<file path="config.mk">
export PLATFORM = sky130hd
export DESIGN_NAME = rxs_top
export DESIGN_NICKNAME = d
export VERILOG_FILES = /design/src/rtl/rxs_pkg.sv /design/src/rtl/rxs_sync.sv /design/src/rtl/rxs_frame.sv /design/src/rtl/rxs_fifo.sv /design/src/rtl/rxs_top.sv
export SDC_FILE = /design/constraint.sdc
export NUM_CORES = 1
export LEC_CHECK = 0
export ABC_AREA = 1
export BUFFER_PORTS_ARGS = -buffer_cell sky130_fd_sc_hd__buf_2
export CORE_UTILIZATION = 40
export CTS_BUF_LIST = sky130_fd_sc_hd__clkbuf_4
export CTS_CLUSTER_SIZE = 28
export DETAILED_ROUTE_END_ITERATION = 12
export MAX_ROUTING_LAYER = met4
export PLACE_DENSITY = 0.55
export SLEW_MARGIN = 20
export SYNTH_ARGS = -nofsm -noshare
export SYNTH_HDL_FRONTEND = slang
export SYNTH_HIERARCHICAL = 1
export SYNTH_SLANG_ARGS = --single-unit
</file>
<file path="constraint.sdc">
create_clock -name clk -period 1.9 [get_ports clk]
set_input_delay 0.285 -clock clk [delete_from_list [all_inputs] [get_ports clk]]
set_output_delay 0.285 -clock clk [all_outputs]
set_load 0.02 [all_outputs]
</file>
<file path="src/rtl/rxs_pkg.sv">
package rxs_pkg;
  localparam int DATA_W = 8;

  typedef struct packed {
    logic              ferr;
    logic              bit9;
    logic [DATA_W-1:0] data;
  } rxs_entry_t;

  localparam int ENTRY_W = $bits(rxs_entry_t);

  typedef enum logic [1:0] {
    S_IDLE  = 2'd0,
    S_START = 2'd1,
    S_DATA  = 2'd2,
    S_STOP  = 2'd3
  } rxs_state_t;
endpackage

</file>
<file path="src/rtl/rxs_sync.sv">
module rxs_sync #(
  parameter int STAGES   = 2,
  parameter bit RST_VAL  = 1'b1
) (
  input  logic clk,
  input  logic rst,
  input  logic d_in,
  output logic d_out
);
  logic [STAGES-1:0] chain;

  generate
    for (genvar i = 0; i < STAGES; i++) begin : g_stage
      if (i == 0) begin : g_first
        always_ff @(posedge clk) begin
          if (rst) chain[0] <= RST_VAL;
          else     chain[0] <= d_in;
        end
      end else begin : g_next
        always_ff @(posedge clk) begin
          if (rst) chain[i] <= RST_VAL;
          else     chain[i] <= chain[i-1];
        end
      end
    end
  endgenerate

  assign d_out = chain[STAGES-1];
endmodule

</file>
<file path="src/rtl/rxs_frame.sv">
module rxs_frame
  import rxs_pkg::*;
#(
  parameter int OSR_LO = 16,
  parameter int OSR_HI = 64
) (
  input  logic       clk,
  input  logic       rst,
  input  logic       en,
  input  logic       tick,
  input  logic       line,
  input  logic       osr_sel,
  input  logic       nine_sel,
  output logic       fr_valid,
  output rxs_entry_t fr_entry
);
  localparam int CW = $clog2(OSR_HI);
  localparam int IW = $clog2(DATA_W + 2);
  localparam logic [CW-1:0] LO_LAST = CW'(OSR_LO - 1);
  localparam logic [CW-1:0] HI_LAST = CW'(OSR_HI - 1);
  localparam logic [CW-1:0] LO_S1   = CW'(OSR_LO / 2);
  localparam logic [CW-1:0] HI_S1   = CW'(OSR_HI / 2);
  localparam logic [CW-1:0] LO_S0   = CW'(OSR_LO / 2 - OSR_LO / 16);
  localparam logic [CW-1:0] HI_S0   = CW'(OSR_HI / 2 - OSR_HI / 16);
  localparam logic [CW-1:0] LO_S2   = CW'(OSR_LO / 2 + OSR_LO / 16);
  localparam logic [CW-1:0] HI_S2   = CW'(OSR_HI / 2 + OSR_HI / 16);

  rxs_state_t      state;
  logic [CW-1:0]   cnt;
  logic [IW-1:0]   idx;
  logic [DATA_W:0] sr;
  logic [1:0]      votes;
  logic            prev;
  logic            osr_q;
  logic            nine_q;

  logic [CW-1:0]   last_c, s0_c, s1_c, s2_c;
  logic [IW-1:0]   top_idx;
  logic            maj;

  always_comb begin
    last_c  = osr_q ? HI_LAST : LO_LAST;
    s0_c    = osr_q ? HI_S0   : LO_S0;
    s1_c    = osr_q ? HI_S1   : LO_S1;
    s2_c    = osr_q ? HI_S2   : LO_S2;
    top_idx = nine_q ? IW'(DATA_W) : IW'(DATA_W - 1);
    maj     = (votes[0] & votes[1]) | (votes[0] & line) | (votes[1] & line);
  end

  always_ff @(posedge clk) begin
    if (rst || !en) begin
      state    <= S_IDLE;
      cnt      <= '0;
      idx      <= '0;
      sr       <= '0;
      votes    <= '0;
      prev     <= 1'b0;
      osr_q    <= 1'b0;
      nine_q   <= 1'b0;
      fr_valid <= 1'b0;
      fr_entry <= '0;
    end else begin
      fr_valid <= 1'b0;
      if (tick) begin
        prev <= line;
        if (state == S_IDLE) begin
          if (prev && !line) begin
            state  <= S_START;
            cnt    <= CW'(1);
            idx    <= '0;
            sr     <= '0;
            osr_q  <= osr_sel;
            nine_q <= nine_sel;
          end
        end else begin
          if (cnt == s0_c) votes[0] <= line;
          if (cnt == s1_c) votes[1] <= line;
          if (cnt == s2_c) begin
            case (state)
              S_START: if (maj) state <= S_IDLE;
              S_DATA:  sr[idx] <= maj;
              S_STOP: begin
                fr_valid      <= 1'b1;
                fr_entry.data <= sr[DATA_W-1:0];
                fr_entry.bit9 <= nine_q & sr[DATA_W];
                fr_entry.ferr <= ~maj;
                state         <= S_IDLE;
              end
              default: ;
            endcase
          end
          if (cnt == last_c) begin
            cnt <= '0;
            if (state == S_START) begin
              state <= S_DATA;
              idx   <= '0;
            end else if (state == S_DATA) begin
              if (idx == top_idx) state <= S_STOP;
              else                idx   <= idx + IW'(1);
            end
          end else begin
            cnt <= cnt + CW'(1);
          end
        end
      end
    end
  end


  frame_from_stop_chk: assert property (@(posedge clk) disable iff (rst)
    fr_valid |-> $past(state) == S_STOP);


  disabled_idle_chk: assert property (@(posedge clk) disable iff (rst)
    !en |=> (state == S_IDLE && !fr_valid));
endmodule

</file>
<file path="src/rtl/rxs_fifo.sv">
module rxs_fifo
  import rxs_pkg::*;
#(
  parameter int DEPTH = 2
) (
  input  logic                         clk,
  input  logic                         rst,
  input  logic                         push,
  input  rxs_entry_t                   wr_entry,
  input  logic                         pop,
  output rxs_entry_t                   head,
  output logic                         full,
  output logic                         nonempty,
  output logic [$clog2(DEPTH+1)-1:0]   level
);
  localparam int AW  = (DEPTH > 1) ? $clog2(DEPTH) : 1;
  localparam int CNW = $clog2(DEPTH + 1);

  rxs_entry_t    mem [DEPTH];
  logic [AW-1:0] wp, rp;
  logic [CNW-1:0] cnt;
  logic          do_push, do_pop;

  assign do_pop  = pop && (cnt != '0);
  assign do_push = push && (cnt != CNW'(DEPTH));

  always_ff @(posedge clk) begin
    if (do_push) mem[wp] <= wr_entry;
  end

  always_ff @(posedge clk) begin
    if (rst) begin
      wp  <= '0;
      rp  <= '0;
      cnt <= '0;
    end else begin
      if (do_push) wp <= (wp == AW'(DEPTH - 1)) ? '0 : wp + AW'(1);
      if (do_pop)  rp <= (rp == AW'(DEPTH - 1)) ? '0 : rp + AW'(1);
      case ({do_push, do_pop})
        2'b10:   cnt <= cnt + CNW'(1);
        2'b01:   cnt <= cnt - CNW'(1);
        default: cnt <= cnt;
      endcase
    end
  end

  assign head     = mem[rp];
  assign full     = (cnt == CNW'(DEPTH));
  assign nonempty = (cnt != '0);
  assign level    = cnt;


  no_overflow_chk: assert property (@(posedge clk) disable iff (rst)
    cnt <= CNW'(DEPTH));


  empty_pop_chk: assert property (@(posedge clk) disable iff (rst)
    (pop && !push && cnt == '0) |=> cnt == '0);
endmodule

</file>
<file path="src/rtl/rxs_top.sv">
module rxs_top
  import rxs_pkg::*;
#(
  parameter int OSR_LO      = 16,
  parameter int OSR_HI      = 64,
  parameter int FIFO_DEPTH  = 2,
  parameter int SYNC_STAGES = 2
) (
  input  logic              clk,
  input  logic              rst,
  input  logic              rx_en,
  input  logic              osr_sel,
  input  logic              nine_bit,
  input  logic              os_tick,
  input  logic              rx_in,
  input  logic              rd_pop,
  output logic [DATA_W-1:0] rd_data,
  output logic              rd_bit9,
  output logic              rd_ferr,
  output logic              rd_avail,
  output logic              rd_overrun
);
  localparam int LW = $clog2(FIFO_DEPTH + 1);

  logic       line_s;
  logic       fr_valid;
  rxs_entry_t fr_entry;
  rxs_entry_t head;
  logic       full, nonempty, push;
  logic [LW-1:0] level;
  logic       ovr;

  rxs_sync #(.STAGES(SYNC_STAGES), .RST_VAL(1'b1)) u_sync (
    .clk(clk), .rst(rst), .d_in(rx_in), .d_out(line_s)
  );

  rxs_frame #(.OSR_LO(OSR_LO), .OSR_HI(OSR_HI)) u_frame (
    .clk(clk), .rst(rst), .en(rx_en), .tick(os_tick), .line(line_s),
    .osr_sel(osr_sel), .nine_sel(nine_bit),
    .fr_valid(fr_valid), .fr_entry(fr_entry)
  );

  assign push = fr_valid && !ovr && !full;

  always_ff @(posedge clk) begin
    if (rst || !rx_en)                ovr <= 1'b0;
    else if (fr_valid && !ovr && full) ovr <= 1'b1;
  end

  rxs_fifo #(.DEPTH(FIFO_DEPTH)) u_fifo (
    .clk(clk), .rst(rst), .push(push), .wr_entry(fr_entry), .pop(rd_pop),
    .head(head), .full(full), .nonempty(nonempty), .level(level)
  );

  assign rd_data    = head.data;
  assign rd_bit9    = head.bit9;
  assign rd_ferr    = head.ferr;
  assign rd_avail   = nonempty;
  assign rd_overrun = ovr;


  ovr_from_full_chk: assert property (@(posedge clk) disable iff (rst)
    $rose(ovr) |-> $past(full));


  ovr_no_growth_chk: assert property (@(posedge clk) disable iff (rst)
    ovr |=> level <= $past(level));


  ovr_clear_chk: assert property (@(posedge clk) disable iff (rst)
    !rx_en |=> !ovr);
endmodule

</file>
==> results.toml <==
[final_layout]
num-fill-cells = 804
fin_util_pct = 46.3
drive_above_1_share_pct = 19.5
antenna_cells = 0
synthToLayoutAreaGrowth_pct = 11.3
mostFrequentLayoutCells = "nand2_1 (72), nor2_1 (67), inv_1 (56), dfxtp_1 (44), nand3_1 (26)"
stdcell_count = 532
mostFrequentLayoutCell = "nand2_1"
num-nets-final = 440

[drt]
via_count = 2434
drc = 0
drtIter0Drc = 112
via_per_inst = 4.58
drt-pass1-iter-count = 4
wl_per_cell_um = 10.8
ant_nets = 0
wl_um = 5750

[critical_path]
rr_worst_depth = 11
crit_type = "register to output pin"
worst-path-stages = 2
crit_slowest_cell = "dfxtp_2"
startpoint_type = "register"
path_max_fanout = 10
cp_num_buf_inv = 1
endpoint_kind = "output pin"
r2r_start = "u_fifo/level[0]"
path_delay_family = "flip-flops"
reg2reg_to = "u_fifo/level[1]"
max_stage_delay_ps = 480
arrival_ps = 1400
r2r_slack_ps = 280
cp.required_ps = 1620
crit_chain = "mux2_2, buf_2"

[clock_tree]
clockBufferDepth = 2
cts-root-buf = "clkbuf_4"
post_cts_buffers = 0
ctsResizeCount = 0
htree_num_levels = 3
hold_buffers = 0
cts-buffers-inserted = 9
cts_tree = "built"
clk_latency_ps = 390
cts.sinks = 65
path_clk_slew_ps = 110

[die]
pin_count = 20
initial_core_util_pct = 41.5
dieWidth_um = 91.6
fp.dieArea_mm2 = 0.00839
dieHeight_um = 91.6
core_area_mm2 = 0.00773
num_rows = 32

[hold_path]
hold_depth = 3
hp-class = "primary input to register"
worstHoldEndpoint = "u_sync/chain[0]"
min_from = "rx_in"

[global_routing]
grt_pass1_wl_um = 10100
grt_pass1_vias = 2246
grt_usage_pct = 15.7
grt_overflow = 0
antenna_found_initial = 0
grt_start_max_net_pins = 19

[sta]
fin_ws_ps = 212
slew_headroom_pct = 71.3
max_freq_mhz = 592
post-route-period-util_pct = 88.9
setup_viol = 0
tightest_slew_ps = 430
hold_viol = 0
period_needed_ps = 1690
rsz0062_at_grt = "no"
clock_skew_ps = 13.5
hold_ws_ps = 60.2
slew_violations = 0
setup_tns_ps = 0

[outcome]
status = "finished, final reports clean"

[power_and_ir_drop]
leakage_uw = 0.00142
cellPowerDensity_mw_per_mm2 = 707
peakVddDrop_mv = 0.291

[yosys]
synth-seq-cells = 65
synth-seq-area-share_pct = 46.8
ys_types = 35
syn_inst = 396
yosys_warnings = 6
synth_fp_nets = 411
syn_area_per_cell_um2 = 8.11
synth_area_mm2 = 0.00321

[placed_design]
dp.cells = 516
port_buffers = 19
dp_slack_ps = 286
dpl.hpwl_um = 4240
routabilityCongestion = 0.801

[flow_run]
cap_viol_max_count = 0
state kept, by name, indices dropped and copies added, names as in the netlist, 2 cells and up, named ones only:
signal,count
u_frame/votes,2
u_frame/fr_entry,10
u_frame/cnt,6
u_frame/state,2
u_frame/idx,4
u_fifo/level,2
u_frame/sr,9
u_fifo/mem,20
synth_stat cells, drive strengths merged:
| master | number | share of area [%] |
|---|---|---|
| nand4 | 10 | 2.1 |
| a211oi | 1 | 0.23 |
| clkinv | 1 | 0.16 |
| mux2 | 10 | 3.5 |
| o21ai | 21 | 3.4 |
| inv | 65 | 7.7 |
| nor2 | 78 | 11 |
| nand2 | 78 | 11 |
| nand3 | 30 | 5.3 |
| a21oi | 16 | 2.6 |
| nor3 | 3 | 0.47 |
| o211a | 1 | 0.31 |
| buf | 5 | 1.7 |
| xor2 | 3 | 0.82 |
| o2111ai | 1 | 0.27 |
| edfxtp | 20 | 19 |
| clkbuf | 1 | 0.12 |
| dfxtp | 45 | 28 |
| ha | 7 | 2.7 |
per-layer routing:
| layer | wire length (µm) | track usage, % | vias to the layer above | part of all wire, % |
|---|---|---|---|---|
| li1 | - | - | 1327 | - |
| met1 | 2930 | 20.3 | 1060 | 51 |
| met2 | 2500 | 24.1 | 43 | 43 |
| met3 | 277 | 3.85 | 4 | 4.8 |
| met4 | 44 | 5.16 | 0 | 0.77 |
| met5 | 0 | - | - | 0 |
worst max-delay path by stage:
| stage | endpoint | slack (ps) | startpoint |
|---|---|---|---|
| after floorplan | u_fifo/mem[0][0] | 270 | u_fifo/level[0] |
| after global placement | u_fifo/level[1] | 310 | u_fifo/level[0] |
| after detailed placement | u_fifo/level[1] | 290 | u_fifo/level[0] |
| after CTS | rd_data[1] | 20 | register |
| after global routing | u_frame/fr_entry[5] | 70 | u_frame/osr_q |
| final | rd_data[1] | 210 | register |
final cells by class:
type	instances	area [µm²]	area share [%]
repair buffers	24	133	3.71
flip-flops and latches	65	1500	42.0
clock inverters	7	93.8	2.63
inverters	66	251	7.04
well taps	102	128	3.57
clock buffers	9	67.6	1.89
multi-input cells	259	1400	39.1
worst register-to-register path: stages (launching register included):
cell and delay (ps):
dfxtp_1 450, nor2_2 90, nor2_1 100, inv_1 50
nor2_2 140, inv_1 80, ha_1 290, inv_1 100
nand2_1 60, nor2_1 80, nor2_1 40, nor2_1 80
report_power, final:
part / total (µW) / internal (µW) / switching [µW]
Clock: 1050 / 534 / 515
Combinational: 54.6 / 17.8 / 36.8
Sequential: 1430 / 1420 / 1.87
kinds of logic (layout without fill, tap and decap cells):
group	Yosys count	after routing	share of synthesized area, %
mux	10	10	3.51
buf+inv	72	106	9.66
flops	65	65	46.8
simple gates	199	199	29.7
fa+ha+maj	7	7	2.73
xor+xnor	3	3	0.819
compound gates	40	40	6.82
through the flow:
stage,power [µW],instance area (µm²)
2_1_floorplan,1490,3210
3_3_place_gp,1510,3410
3_5_place_dp,1510,3410
4_1_cts,2570,3570
5_1_grt,2650,3570
6_report,2530,3570
Power figures use the tool's default switching activity.
